===== config.mk =====
export PLATFORM = sky130hd
export DESIGN_NAME = usbhc_regfile
export DESIGN_NICKNAME = d
export VERILOG_FILES = /design/src/rtl/usbhc_pkg.sv /design/src/rtl/usbhc_ctrl_reg.sv /design/src/rtl/usbhc_intr_regs.sv /design/src/rtl/usbhc_rw_word.sv /design/src/rtl/usbhc_regfile.sv
export SDC_FILE = /design/constraint.sdc
export NUM_CORES = 1
export LEC_CHECK = 0
export BUFFER_PORTS_ARGS = -buffer_cell sky130_fd_sc_hd__buf_2
export CORE_ASPECT_RATIO = 0.9
export CORE_MARGIN = 1
export CORE_UTILIZATION = 55
export DETAILED_ROUTE_END_ITERATION = 6
export PLACE_DENSITY_LB_ADDON = 0.05
export RECOVER_POWER = 50
export SYNTH_ARGS = -nofsm -noshare
export SYNTH_HDL_FRONTEND = slang
export SYNTH_HIERARCHICAL = 1
export SYNTH_SLANG_ARGS = --single-unit

===== constraint.sdc =====
create_clock -name clk_i -period 7 [get_ports clk_i]
set_input_delay 2.1 -clock clk_i [delete_from_list [all_inputs] [get_ports clk_i]]
set_output_delay 2.1 -clock clk_i [all_outputs]
set_load 0.1 [all_outputs]

===== src/rtl/usbhc_pkg.sv =====
package usbhc_pkg;

  typedef enum logic [1:0] {
    FS_RESET   = 2'b00,
    FS_RESUME  = 2'b01,
    FS_OPER    = 2'b10,
    FS_SUSPEND = 2'b11
  } func_state_e;

  localparam int OFF_REV    = 0;
  localparam int OFF_CTRL   = 1;
  localparam int OFF_CMD    = 2;
  localparam int OFF_ISTS   = 3;
  localparam int OFF_IEN    = 4;
  localparam int OFF_IDIS   = 5;
  localparam int OFF_HCCA   = 6;
  localparam int OFF_CHEAD  = 8;
  localparam int OFF_BHEAD  = 10;
  localparam int OFF_FMI    = 13;
  localparam int OFF_RHA    = 18;

  localparam logic [31:0] REV_VAL   = 32'h0000_0010;
  localparam logic [31:0] CTRL_MASK = 32'h0000_07FF;
  localparam logic [31:0] CTRL_KEEP = 32'h0000_0300;   // routing + wakeup-connected
  localparam logic [31:0] IEN_MASK  = 32'h8000_007F;
  localparam logic [31:0] IEN_MIE   = 32'h8000_0000;
  localparam logic [31:0] RHA_NOPWR = 32'h0000_0200;

  localparam int NUM_RW = 4;
  localparam int          RW_OFF  [NUM_RW] = '{OFF_HCCA, OFF_CHEAD, OFF_BHEAD, OFF_FMI};
  localparam logic [31:0] RW_MASK [NUM_RW] = '{32'hFFFF_FF00, 32'hFFFF_FFF0,
                                               32'hFFFF_FFF0, 32'hBFFF_3FFF};

endpackage


===== src/rtl/usbhc_ctrl_reg.sv =====
module usbhc_ctrl_reg
  import usbhc_pkg::*;
(
  input  logic        clk_i,
  input  logic        rst_ni,
  input  logic        sw_rst_i,
  input  logic        wr_i,
  input  logic [31:0] wdata_i,
  output logic [31:0] ctrl_o
);

  logic [10:0] ctrl_q;

  always_ff @(posedge clk_i or negedge rst_ni) begin
    if (!rst_ni) begin
      ctrl_q <= {3'b000, FS_RESET, 6'b0};
    end else if (sw_rst_i) begin
      ctrl_q      <= ctrl_q & CTRL_KEEP[10:0];
      ctrl_q[7:6] <= FS_SUSPEND;
    end else if (wr_i) begin
      ctrl_q <= wdata_i[10:0];
    end
  end

  assign ctrl_o = {21'b0, ctrl_q};


  sw_rst_keep_chk: assert property (@(posedge clk_i) disable iff (!rst_ni)
    sw_rst_i |=> (ctrl_o == (($past(ctrl_o) & CTRL_KEEP) | 32'h0000_00C0)));


  ctrl_wr_chk: assert property (@(posedge clk_i) disable iff (!rst_ni)
    (wr_i && !sw_rst_i) |=> (ctrl_o == ($past(wdata_i) & CTRL_MASK)));

endmodule


===== src/rtl/usbhc_intr_regs.sv =====
module usbhc_intr_regs
  import usbhc_pkg::*;
(
  input  logic        clk_i,
  input  logic        rst_ni,
  input  logic        sw_rst_i,
  input  logic        set_i,
  input  logic        clr_i,
  input  logic        ack_i,
  input  logic [31:0] wdata_i,
  output logic [31:0] en_o,
  output logic [31:0] sts_o
);

  logic [31:0] en_q, sts_q;

  always_ff @(posedge clk_i or negedge rst_ni) begin
    if (!rst_ni) begin
      en_q  <= IEN_MIE;
      sts_q <= '0;
    end else if (sw_rst_i) begin
      en_q  <= IEN_MIE;
      sts_q <= '0;
    end else begin
      if (set_i) en_q  <= en_q | (wdata_i & IEN_MASK);
      if (clr_i) en_q  <= en_q & ~(wdata_i & IEN_MASK);
      if (ack_i) sts_q <= sts_q & ~wdata_i;   // write 1 to clear
    end
  end

  assign en_o  = en_q;
  assign sts_o = sts_q;


  intr_rst_chk: assert property (@(posedge clk_i) disable iff (!rst_ni)
    sw_rst_i |=> (en_o == IEN_MIE && sts_o == '0));


  intr_set_chk: assert property (@(posedge clk_i) disable iff (!rst_ni)
    (set_i && !sw_rst_i) |=> (en_o == ($past(en_o) | ($past(wdata_i) & IEN_MASK))));


  intr_clr_chk: assert property (@(posedge clk_i) disable iff (!rst_ni)
    (clr_i && !sw_rst_i) |=> (en_o == ($past(en_o) & ~($past(wdata_i) & IEN_MASK))));

endmodule


===== src/rtl/usbhc_rw_word.sv =====
module usbhc_rw_word #(
  parameter logic [31:0] MASK = 32'hFFFF_FFFF,
  parameter logic [31:0] RST  = 32'h0
) (
  input  logic        clk_i,
  input  logic        rst_ni,
  input  logic        sw_rst_i,
  input  logic        wr_i,
  input  logic [31:0] wdata_i,
  output logic [31:0] q_o
);

  logic [31:0] q;

  always_ff @(posedge clk_i or negedge rst_ni) begin
    if (!rst_ni)       q <= RST & MASK;
    else if (sw_rst_i) q <= RST & MASK;
    else if (wr_i)     q <= wdata_i & MASK;
  end

  assign q_o = q;


  word_sw_rst_chk: assert property (@(posedge clk_i) disable iff (!rst_ni)
    sw_rst_i |=> (q_o == RST));


  word_hold_chk: assert property (@(posedge clk_i) disable iff (!rst_ni)
    (!wr_i && !sw_rst_i) |=> $stable(q_o));

endmodule


===== src/rtl/usbhc_regfile.sv =====
module usbhc_regfile
  import usbhc_pkg::*;
#(
  parameter int          ADDR_W     = 8,
  parameter int          NUM_PORTS  = 2,
  parameter logic [13:0] FRAME_BITS = 14'h2EDF,
  parameter logic [13:0] FS_MAX_PKT = 14'h2778
) (
  input  logic              clk_i,
  input  logic              rst_ni,
  input  logic              wr_en_i,
  input  logic [ADDR_W-1:0] addr_i,
  input  logic [31:0]       wdata_i,
  output logic [31:0]       rdata_o,
  output logic [1:0]        func_state_o
);

  localparam logic [31:0] FMI_RST = {2'b00, FS_MAX_PKT, 2'b00, FRAME_BITS};
  localparam logic [31:0] RHA_VAL = RHA_NOPWR | 32'(NUM_PORTS);

  logic [31:0] a_w;
  logic        sw_rst;
  logic [31:0] ctrl, ien, ists;
  logic [31:0] rw_q [NUM_RW];

  assign a_w    = 32'(addr_i);
  assign sw_rst = wr_en_i && (a_w == OFF_CMD) && wdata_i[0];

  usbhc_ctrl_reg u_ctrl (
    .clk_i    (clk_i),
    .rst_ni   (rst_ni),
    .sw_rst_i (sw_rst),
    .wr_i     (wr_en_i && a_w == OFF_CTRL),
    .wdata_i  (wdata_i),
    .ctrl_o   (ctrl)
  );

  usbhc_intr_regs u_intr (
    .clk_i    (clk_i),
    .rst_ni   (rst_ni),
    .sw_rst_i (sw_rst),
    .set_i    (wr_en_i && a_w == OFF_IEN),
    .clr_i    (wr_en_i && a_w == OFF_IDIS),
    .ack_i    (wr_en_i && a_w == OFF_ISTS),
    .wdata_i  (wdata_i),
    .en_o     (ien),
    .sts_o    (ists)
  );

  for (genvar g = 0; g < NUM_RW; g++) begin : g_rw
    localparam logic [31:0] RST_V = (RW_OFF[g] == OFF_FMI) ? FMI_RST : 32'h0;
    usbhc_rw_word #(.MASK(RW_MASK[g]), .RST(RST_V)) u_word (
      .clk_i    (clk_i),
      .rst_ni   (rst_ni),
      .sw_rst_i (sw_rst),
      .wr_i     (wr_en_i && a_w == RW_OFF[g]),
      .wdata_i  (wdata_i),
      .q_o      (rw_q[g])
    );
  end

  // Current pointers, done head, frame counters, port status: held at reset value 0.
  always_comb begin
    rdata_o = '0;
    unique case (a_w)
      OFF_REV:  rdata_o = REV_VAL;
      OFF_CTRL: rdata_o = ctrl;
      OFF_ISTS: rdata_o = ists;
      OFF_IEN,
      OFF_IDIS: rdata_o = ien;
      OFF_RHA:  rdata_o = RHA_VAL;
      default: begin
        for (int i = 0; i < NUM_RW; i++)
          if (a_w == RW_OFF[i]) rdata_o = rw_q[i];
      end
    endcase
  end

  assign func_state_o = ctrl[7:6];


  cold_state_chk: assert property (@(posedge clk_i)
    $rose(rst_ni) |-> (func_state_o == FS_RESET));


  sw_rst_state_chk: assert property (@(posedge clk_i) disable iff (!rst_ni)
    sw_rst |=> (func_state_o == FS_SUSPEND));

endmodule


==> impl_metrics.csv <==
group,metric,value,unit
run_status,status,"finished with violations",
run_status,failed_checks,"capacitance limit, slew limit",
power_and_ir_drop,power_density,215,nW/µm²
layout,fin_cells,1146,
worst_setup_path,cp-start-kind,"input port",
hold_path,hold_depth,1,
layout,area_delta_synth_final,7.58,%
clock_tree,clk_latency,0.43,ns
sta,finalSetupTns,0,ns
worst_setup_path,arrival,4.54,ns
power_and_ir_drop,intPower,1.62,mW
routing,routed-via-count,7123,
worst_setup_path,critical_path_class,"input port to primary output",
clock_tree,clock-sinks,160,
global_routing,grt-ovfl-total,0,
layout,final_net_count,969,
hold_path,hold_start,"u_intr/sts_o[1]",
routing,wl,25600,µm
clock_tree,cts-resized-gates,0,
sta,fin_crit,6.64,ns
logic_synthesis,async_flop_share,100,%
hold_path,hold_path_class,"register to register",
logic_synthesis,avgSynthCellArea,10.5,µm²
worst_setup_path,max_stage_delay,0.71,ns
sta,fmax,151,MHz
logic_synthesis,synth_edf_count,0,
sta,fin_crit_sh,94.9,%
worst_setup_path,cp_common_cell,"buf_2",
die,fp.dieW,140,µm
global_routing,track_usage,30.5,%
placed_design,placed_area,9530,µm²
power_and_ir_drop,irDropWorstVdd,0.000154,V
power_and_ir_drop,switchingPower,0.558,mW
worst_setup_path,r2r_slack,6.06,ns
die,core_area,16400,µm²
global_routing,grt_pass1_vias,7249,
routing,drtAntennaViolNets,0,
logic_synthesis,ys_seq_area_share,42.8,%
power_and_ir_drop,combinationalPowerShare,10.0,%
logic_synthesis,yosysWarnings,6,
global_routing,met2_usage,46.2,%
logic_synthesis,synth_cell_types,46,
sta,holdWs,0.517,ns
sta,setup_viol,0,
routing,via_per_inst,6.22,
die,start_util,57.3,%
clock_tree,cts-buffers-inserted,17,
sta,grt_setup_unrepaired,"no",
hold_path,worstHoldEndpoint,"u_intr/sts_o[1]",
clock_tree,cts_tree,"yes",
worst_setup_path,r2r_cells,2,
global_routing,grt_max_degree,99,
placed_design,pre_cts_slack,0.554,ns
routing,drtPass1Iterations,7,
power_and_ir_drop,leakage,4.99,nW
logic_synthesis,synth_area,9410,µm²
power_and_ir_drop,p_clk_share,44.2,%
layout,n_antenna_cell,0,
routing,routedWlPerCell,22.4,µm
placed_design,hpwl,15500,µm
die,io_pins,77,
clock_tree,htreeDepth,4,
sta,tightestPinTransition,4.36,ns
logic_synthesis,synthCells,893,
placed_design,dp.cells,1114,
global_routing,grt.busiest_layer,"met2",
worst_setup_path,cp.required,4.90,ns
sta,finalClockSkew,0,ns
die,num_rows,44,
routing,drt_iter0_markers,631,
clock_tree,cts_max_path_buffers,2,
layout,drive_above_1_share,22.0,%
clock_tree,cts_hold_repair.buffers,0,
worst_setup_path,slowest_stage,"or4_1",
worst_setup_path,worstPathCellList,"buf_2 -> or4_1 -> nor3_4 -> buf_4 -> a22oi_1 -> o32ai_2 -> buf_2",
clock_tree,cts_setup_buffers,0,
power_and_ir_drop,swShare,25.7,%
clock_tree,cts-root-buf,"clkbuf_16",
global_routing,antenna_found_initial,0,
routing,drc_errors,0,
global_routing,met1_usage,44.2,%
logic_synthesis,ys_seq_elements,160,
worst_setup_path,rr_endpoint,"u_ctrl/ctrl_q[7]",
power_and_ir_drop,p_seq_share,45.8,%
sta,finalWorstSetupSlack,0.360,ns
placed_design,routabilityCongestion,0.823,
logic_synthesis,ys.flop_type,"dfrtp_1",
global_routing,grt_pass1_wl,41100,µm
clock_tree,path_clk_slew,0.06,ns
die,dieArea,17600,µm²
global_routing,gr-usage-met3,6.08,%
sta,final_hold_viol_count,0,
worst_setup_path,r2r_start,"u_ctrl/ctrl_q[7]",
die,die_h,126,µm
worst_setup_path,worst_setup_path_end_kind,"primary output",
worst_setup_path,crit_fanout,27,
worst_setup_path,path_buf_inv,3,
layout,final_area,10100,µm²
sta,drv_slew,144,
placed_design,io_buffers,76,
sta,max-slew-margin-rel,-191,%
worst_setup_path,critical-path-top-delay-family,"buffers and inverters",
flow_run,maxCapViolCount,2,
metal layers:
layer / wire (µm) / share of wire, %
met1: 12100 / 47
met2: 11600 / 45
met3: 1600 / 6.2
met4: 320 / 1.2
met5: 0 / 0
final cells by class:
| type | instances | area (µm²) |
|---|---|---|
| multi-input cells | 636 | 4570 |
| flip-flops and latches | 160 | 4030 |
| inverters | 5 | 21.3 |
| clock buffers | 21 | 480 |
| well taps | 207 | 259 |
| fillers | 1377 | 6290 |
| clock inverters | 11 | 126 |
| repair buffers | 106 | 632 |
metrics by stage:
| stage | power, mW | utilization [%] |
|---|---|---|
| final | 2.17 | 61.7 |
| after detailed placement | 1.22 | 58.1 |
| after CTS | 2.18 | 61.8 |
| after global placement | 1.22 | 58.1 |
| after global routing | 2.25 | 61.7 |
| after floorplan | 1.16 | - |
worst reg2reg max path: stages (launching register included):
cell,delay (ns)
dfrtp_1,0.40
nor2b_2,0.16
a211o_1,0.26
power groups by stage:
stage	registers (mW)	logic, mW	clock network [mW]
2_1_floorplan	1.01	0.152	0
3_3_place_gp	1.01	0.208	0
3_5_place_dp	1.01	0.214	0
4_1_cts	0.994	0.214	0.973
5_1_grt	1.00	0.237	1.01
6_report	0.995	0.217	0.962
kinds of logic (layout without fill, tap and decap cells):
logic type | after synthesis | in the layout | synth area share, %
and+or+nand+nor | 273 | 273 | 14.9
AOI/OAI and AO/OA | 200 | 200 | 19.9
DFF | 160 | 160 | 42.8
buffers and inverters | 155 | 143 | 11.5
muxes | 99 | 99 | 10.6
other | 6 | 64 | 0.239
placed cells by master, fill, tap and decap left out, types with 2 or more instances in the layout:
| master | n |
|---|---|
| conb_1 | 64 |
| and3_2 | 2 |
| a22o_1 | 31 |
| clkinv_4 | 2 |
| mux2i_1 | 97 |
| o32ai_2 | 32 |
| a22oi_1 | 55 |
| nor2b_2 | 3 |
| a211o_1 | 53 |
| nor4b_2 | 2 |
| a221oi_1 | 2 |
| nand2_1 | 35 |
| a211oi_1 | 8 |
| inv_6 | 3 |
| mux2_2 | 2 |
| clkbuf_16 | 17 |
| dfstp_2 | 20 |
| buf_2 | 73 |
| a22oi_2 | 6 |
| nor2_1 | 132 |
| and3_1 | 34 |
| a21oi_1 | 7 |
| buf_12 | 2 |
| inv_1 | 3 |
| dfrtp_1 | 140 |
| bufinv_16 | 2 |
| buf_4 | 28 |
| clkbuf_8 | 4 |
| nor3_1 | 2 |
| nor4b_1 | 32 |
| nor2b_1 | 20 |
| clkinv_2 | 3 |
| clkbuf_1 | 2 |
worst max-delay path by stage:
stage	startpoint	to	slack [ns]	cells after the start
finish	addr_i[5]	rdata_o[9]	0.36	7
global route	rst_ni	g_rw[1].u_word/q_o[28]	0.22	2
CTS	addr_i[5]	rdata_o[9]	0.55	7
detailed placement	addr_i[5]	rdata_o[9]	0.55	7
global placement	addr_i[5]	rdata_o[9]	0.55	7
floorplan	addr_i[5]	rdata_o[31]	0.38	5
state kept, by name (all words and copies together) (netlist names):
| signal | cells |
|---|---|
| g_rw.u_word/q_o | 109 |
| u_intr/sts_o | 32 |
| u_intr/en_o | 8 |
| u_ctrl/ctrl_q | 11 |
cells in the mapped netlist (2+ instances only):
library cell  count  area share, %
a211o_1          53            4.9
a211oi_1          8           0.64
a21oi_1           8           0.43
a221oi_1          2           0.19
a22o_1           31            2.9
a22oi_1          55            4.4
a22oi_2           6           0.80
and3_1           36            2.4
buf_1             2          0.080
buf_12            7            1.5
buf_2            17           0.90
buf_4            66            5.3
buf_6            15            1.8
clkbuf_1         41            1.6
clkbuf_2          2           0.11
conb_1            6           0.24
dfrtp_1         140             37
dfstp_2          20            5.6
inv_1             3           0.12
mux2_2            2           0.24
mux2i_1          97             10
nand2_1          35            1.4
nor2_1          132            5.3
nor2b_1          21            1.4
nor2b_2           2           0.19
nor3_1            3           0.16
nor4b_1          34            3.2
o32ai_1           3           0.28
o32ai_2          29            5.0
Note: power is estimated with default switching activity, not from simulation.
